<file path="config.mk">
export PLATFORM = sky130hd
export DESIGN_NAME = gcd_fsmd
export DESIGN_NICKNAME = d
export VERILOG_FILES = /design/src/rtl/gcd_fsmd.sv
export SDC_FILE = /design/constraint.sdc
export NUM_CORES = 1
export LEC_CHECK = 0
export ABC_AREA = 1
export CORE_AREA = 2 2 85 87
export CTS_BUF_LIST = sky130_fd_sc_hd__clkbuf_4 sky130_fd_sc_hd__clkbuf_8
export DETAILED_ROUTE_END_ITERATION = 6
export DIE_AREA = 0 0 87 89
export PLACE_DENSITY = 0.58
export SLEW_MARGIN = 25
export SYNTH_ARGS = -nofsm -noshare
export SYNTH_HDL_FRONTEND = slang
export SYNTH_SLANG_ARGS = --single-unit
</file>
<file path="constraint.sdc">
create_clock -name clk -period 2 [get_ports clk]
set_input_delay 0.4 -clock clk [delete_from_list [all_inputs] [get_ports clk]]
set_output_delay 0.4 -clock clk [all_outputs]
set_load 0.01 [all_outputs]
</file>
<file path="src/rtl/gcd_fsmd.sv">
module gcd_fsmd #(
  parameter int W = 8
) (
  input  logic         clk,
  input  logic         rst,
  input  logic         start,
  input  logic [W-1:0] a_in,
  input  logic [W-1:0] b_in,
  output logic [W-1:0] gcd_out
);

  typedef enum logic [3:0] {
    S_BEGIN   = 4'd0,
    S_WAIT    = 4'd1,
    S_WAIT_J  = 4'd2,
    S_LD_X    = 4'd3,
    S_LD_Y    = 4'd4,
    S_CMP_EQ  = 4'd5,
    S_CMP_LT  = 4'd6,
    S_SUB_Y   = 4'd7,
    S_SUB_X   = 4'd8,
    S_LT_J    = 4'd9,
    S_EQ_J    = 4'd10,
    S_STORE   = 4'd11,
    S_BEGIN_J = 4'd12
  } state_t;

  state_t state, state_n;

  logic [W-1:0] x, y, d;
  logic         x_sel, y_sel, x_ld, y_ld, d_ld;
  logic         x_neq_y, x_lt_y;
  logic [W-1:0] x_minus_y, y_minus_x;

  // datapath
  assign x_neq_y   = (x != y);
  assign x_lt_y    = (x < y);
  assign x_minus_y = x - y;
  assign y_minus_x = y - x;
  assign gcd_out   = d;

  always_ff @(posedge clk) begin
    if (rst) begin
      x <= '0;
      y <= '0;
      d <= '0;
    end else begin
      if (x_ld) x <= x_sel ? x_minus_y : a_in;
      if (y_ld) y <= y_sel ? y_minus_x : b_in;
      if (d_ld) d <= x;
    end
  end

  // controller: control outputs default to 0
  always_comb begin
    x_sel = 1'b0;
    y_sel = 1'b0;
    x_ld  = 1'b0;
    y_ld  = 1'b0;
    d_ld  = 1'b0;
    unique case (state)
      S_LD_X:  x_ld = 1'b1;
      S_LD_Y:  y_ld = 1'b1;
      S_SUB_Y: begin y_sel = 1'b1; y_ld = 1'b1; end
      S_SUB_X: begin x_sel = 1'b1; x_ld = 1'b1; end
      S_STORE: d_ld = 1'b1;
      default: ;
    endcase
  end

  always_comb begin
    state_n = state;
    unique case (state)
      S_BEGIN:   state_n = S_WAIT;
      S_WAIT:    state_n = start ? S_LD_X : S_WAIT_J;
      S_WAIT_J:  state_n = S_WAIT;
      S_LD_X:    state_n = S_LD_Y;
      S_LD_Y:    state_n = S_CMP_EQ;
      S_CMP_EQ:  state_n = x_neq_y ? S_CMP_LT : S_STORE;
      S_CMP_LT:  state_n = x_lt_y ? S_SUB_Y : S_SUB_X;
      S_SUB_Y:   state_n = S_LT_J;
      S_SUB_X:   state_n = S_LT_J;
      S_LT_J:    state_n = S_EQ_J;
      S_EQ_J:    state_n = S_CMP_EQ;
      S_STORE:   state_n = S_BEGIN_J;
      S_BEGIN_J: state_n = S_BEGIN;
      default:   state_n = S_BEGIN;
    endcase
  end

  always_ff @(posedge clk) begin
    if (rst) state <= S_BEGIN;
    else     state <= state_n;
  end

endmodule

</file>
==> results.toml, run 1 <==
[synthesis]
synth_compound_area_frac = 0.182
ys_warn_count = 0
synth-edff-count = 0
synth_mux_area_frac = 0
synth-seq-cells = 28
yosys.area_share.simple = 0.303
synth_cells = 308
netlist_top_cells_area = "dfxtp_1 28%, nand2_1 15%, ha_1 9.4%"
synth_fa_ha_area_frac = 0.114
synth_ff_type = "dfxtp_1"
synth-seq-area-share = 0.281
syn_area_um2 = 1990
synthArstFlopShare = 0
synth_top_family_by_area = "simple AND/OR/NAND/NOR gates"
synthDistinctLibCells = 31
synthXorXnorAreaFrac = 0
synth.most_common_cell = "nand2_1"
netlist.area_leader.share = 0.281
yosys.area.top_type = "dfxtp_1"
syn-num-nets = 344
avgSynthCellArea_um2 = 6.47
synth_commonest_cells = "79 x nand2_1, 42 x inv_1, 35 x nor2_1"

[setup_path]
cpPeakStageDelay_ns = 0.42
r2r_end = "state[1]"
rr_worst_depth = 7
critical_path.cell_chain = "inv_1 -> ha_1 -> fa_1 -> o21bai_1 -> nand2_1 -> nand3_1 -> a21oi_1"
crit_path_end_kind = "flop"
start_kind = "flop"
reg2reg_slack_ns = 0.28
reg2reg_from = "x[0]"
slowest_stage = "fa_1"
path_delay_family = "adder cells"
critPathArrivalTime_ns = 1.88
crit_type = "flop to flop"
cp.required_ns = 2.16
path_max_fanout = 3
critPathBufInv = 1

[grt]
grt_max_degree = 17
grt_use_met2 = 0.231
grt_remaining_overflow = 0
grt_pass1_wl_um = 8380
grt_antenna_before_repair = 0
grt_busiest_layer = "met2"
grt_use_total = 0.137
met3_usage = 0.0222
grt_pass1_vias = 1752
met1_usage = 0.190

[pwr]
switching_share = 0.322
p_sw_mw = 0.486
intPower_mw = 1.02
p_clk_frac = 0.304
powerDensity_nw_per_um2 = 630
p_total_mw = 1.51
p_leak_nw = 1.02
combPwrFrac = 0.296
ir_worst_vdd_v = 0.000269
seq_power_share = 0.400

[floorplanning]
boundaryPins = 27
core_um2 = 6720
start_util = 0.296
die_y_um = 89
dieArea_um2 = 7740
fp.dieW_um = 87
row_count = 30

[cells_and_area]
fin_nets = 371
area_delta_synth_final_pct = 20.1
drive_above_1_share = 0.0689
n_antenna_cell = 0

[place]
io_buffers = 26
place.gp.congestion = 0.857
detailed_place_hpwl_um = 3820

[sta]
worstMarginPinSlew_ns = 0.361
timing.hold.ws_ns = 0.488
setup_tns_ns = 0
slew_violations = 0
fin_skew_ns = 0.00232
rsz0062_at_grt = "false"
finalSetupViolCount = 0
max_freq_mhz = 581
slew_headroom = 0.759
finalHoldViolCount = 0
min_period_ns = 1.72
final.period_utilization = 0.860

[hold_path]
whs_path_depth = 2
min_path_type = "flop to flop"
hp-start = "y[7]"
min_to = "y[7]"

[cts]
cts_setup_buffers = 0
hold_buffers = 0
cts_sinks = 28
cts_root_buf = "clkbuf_8"
cts_made_buffers = 3
clk_pin_slew_ns = 0.10
clock_latency_ns = 0.28
clock_path_buffers = 2
ctsResizeCount = 0
htree_levels = 1
cts_tree = "built"

[drt]
wl_per_cell_um = 12.1
drt_wl_total_um = 5000
ant_nets = 0
drc = 0
drt-pass1-iter-count = 6
vias = 1885
routed_via_density = 4.55
drtIter0Drc = 100

[flow_run]
maxCapViolations = 0

[run_status]
status = "complete, no violations"
## state kept, by name, indices dropped and copies added, names as in the netlist
| name | flops |
|---|---|
| state | 4 |
| x | 8 |
| gcd_out | 8 |
| y | 8 |
## layout by cell type, fill, tap and decap left out, drive strengths merged
| master | Yosys | layout |
|---|---|---|
| o21bai | 1 | 1 |
| a21oi | 33 | 33 |
| nand4 | 2 | 2 |
| bufinv | 0 | 1 |
| nor3 | 2 | 2 |
| inv | 46 | 46 |
| a211oi | 1 | 1 |
| nand2 | 83 | 83 |
| and3 | 1 | 1 |
| dfxtp | 28 | 28 |
| ha | 15 | 15 |
| a31oi | 3 | 3 |
| nor2 | 37 | 37 |
| fa | 2 | 2 |
| clkdlybuf4s50 | 0 | 26 |
| buf | 6 | 4 |
| o21ai | 23 | 23 |
| a221oi | 1 | 1 |
| o211ai | 2 | 2 |
| clkbuf | 2 | 3 |
| nand3 | 19 | 19 |
| o21a | 1 | 1 |
## layer usage
metal,share of wire,vias to the layer above
li1,-,1034
met1,0.51,823
met2,0.45,24
met3,0.037,4
met4,0.0052,0
met5,0,-
## tightest hold or removal path, stage by stage (launching register included)
cell and delay [ns]:
dfxtp_1 0.33, nand2_1 0.08, a21oi_2 0.05
## stage by stage
step / setup WS (ns) / area, um^2 / instances / util
global route: 0.118 / 2390 / 414 / 0.356
floorplan: 0.456 / 1990 / 308 / -
CTS: 0.288 / 2390 / 414 / 0.356
finish: 0.280 / 2390 / 414 / 0.356
global placement: 0.331 / 2320 / 410 / 0.345
detailed placement: 0.295 / 2320 / 410 / 0.345
## kinds of logic (layout without fill, tap and decap cells)
| family | count (synthesis) | in the layout |
|---|---|---|
| flops | 28 | 28 |
| fa+ha+maj | 17 | 17 |
| simple gates | 144 | 144 |
| buf+inv | 54 | 80 |
| compound gates | 65 | 65 |
## layout make-up
class                      count  area (um^2)
fill                         743         4330
multi-input combinational    226         1190
sequential                    28          561
timing repair buffer          30          290
inverter                      46          175
tap                           80          100
clock buffer                   3         41.3
clock inverter                 1         30.0
## worst max path at each step
stage,from,to,slack [ns],cells past startpoint
2_1_floorplan,x[0],state[0],0.46,7
3_3_place_gp,y[0],y[4],0.33,9
3_5_place_dp,x[0],state[2],0.29,7
4_1_cts,x[0],state[1],0.29,7
5_1_grt,x[0],state[3],0.12,8
6_report,x[0],state[1],0.28,7
## power by group through the flow
stage	Clock, mW	Sequential (mW)	Combinational (mW)
after global routing	0.499	0.606	0.526
after floorplan	0	0.610	0.332
after detailed placement	0	0.614	0.446
after global placement	0	0.614	0.443
final	0.458	0.602	0.447
after CTS	0.476	0.602	0.449
Note: power is estimated with default switching activity, not from simulation.
==> inputs of run 2 (changes only) <==
--- a/config.mk
+++ b/config.mk
@@ -8,6 +8,7 @@
 export ABC_AREA = 1
 export CORE_AREA = 2 2 85 87
 export CTS_BUF_LIST = sky130_fd_sc_hd__clkbuf_4 sky130_fd_sc_hd__clkbuf_8
+export CTS_CLUSTER_SIZE = 14
 export DETAILED_ROUTE_END_ITERATION = 6
 export DIE_AREA = 0 0 87 89
 export PLACE_DENSITY = 0.58
==> results of run 2 <==
Same layout as run 1: the final DEF is identical, and so are final timing and power.
==> inputs of run 3 (changes only) <==
--- a/config.mk
+++ b/config.mk
@@ -6,6 +6,7 @@
 export NUM_CORES = 1
 export LEC_CHECK = 0
 export ABC_AREA = 1
+export CAP_MARGIN = 10
 export CORE_AREA = 2 2 85 87
 export CTS_BUF_LIST = sky130_fd_sc_hd__clkbuf_4 sky130_fd_sc_hd__clkbuf_8
 export CTS_CLUSTER_SIZE = 14
==> results of run 3 <==
Same layout as run 1: the final DEF is identical, and so are final timing and power.
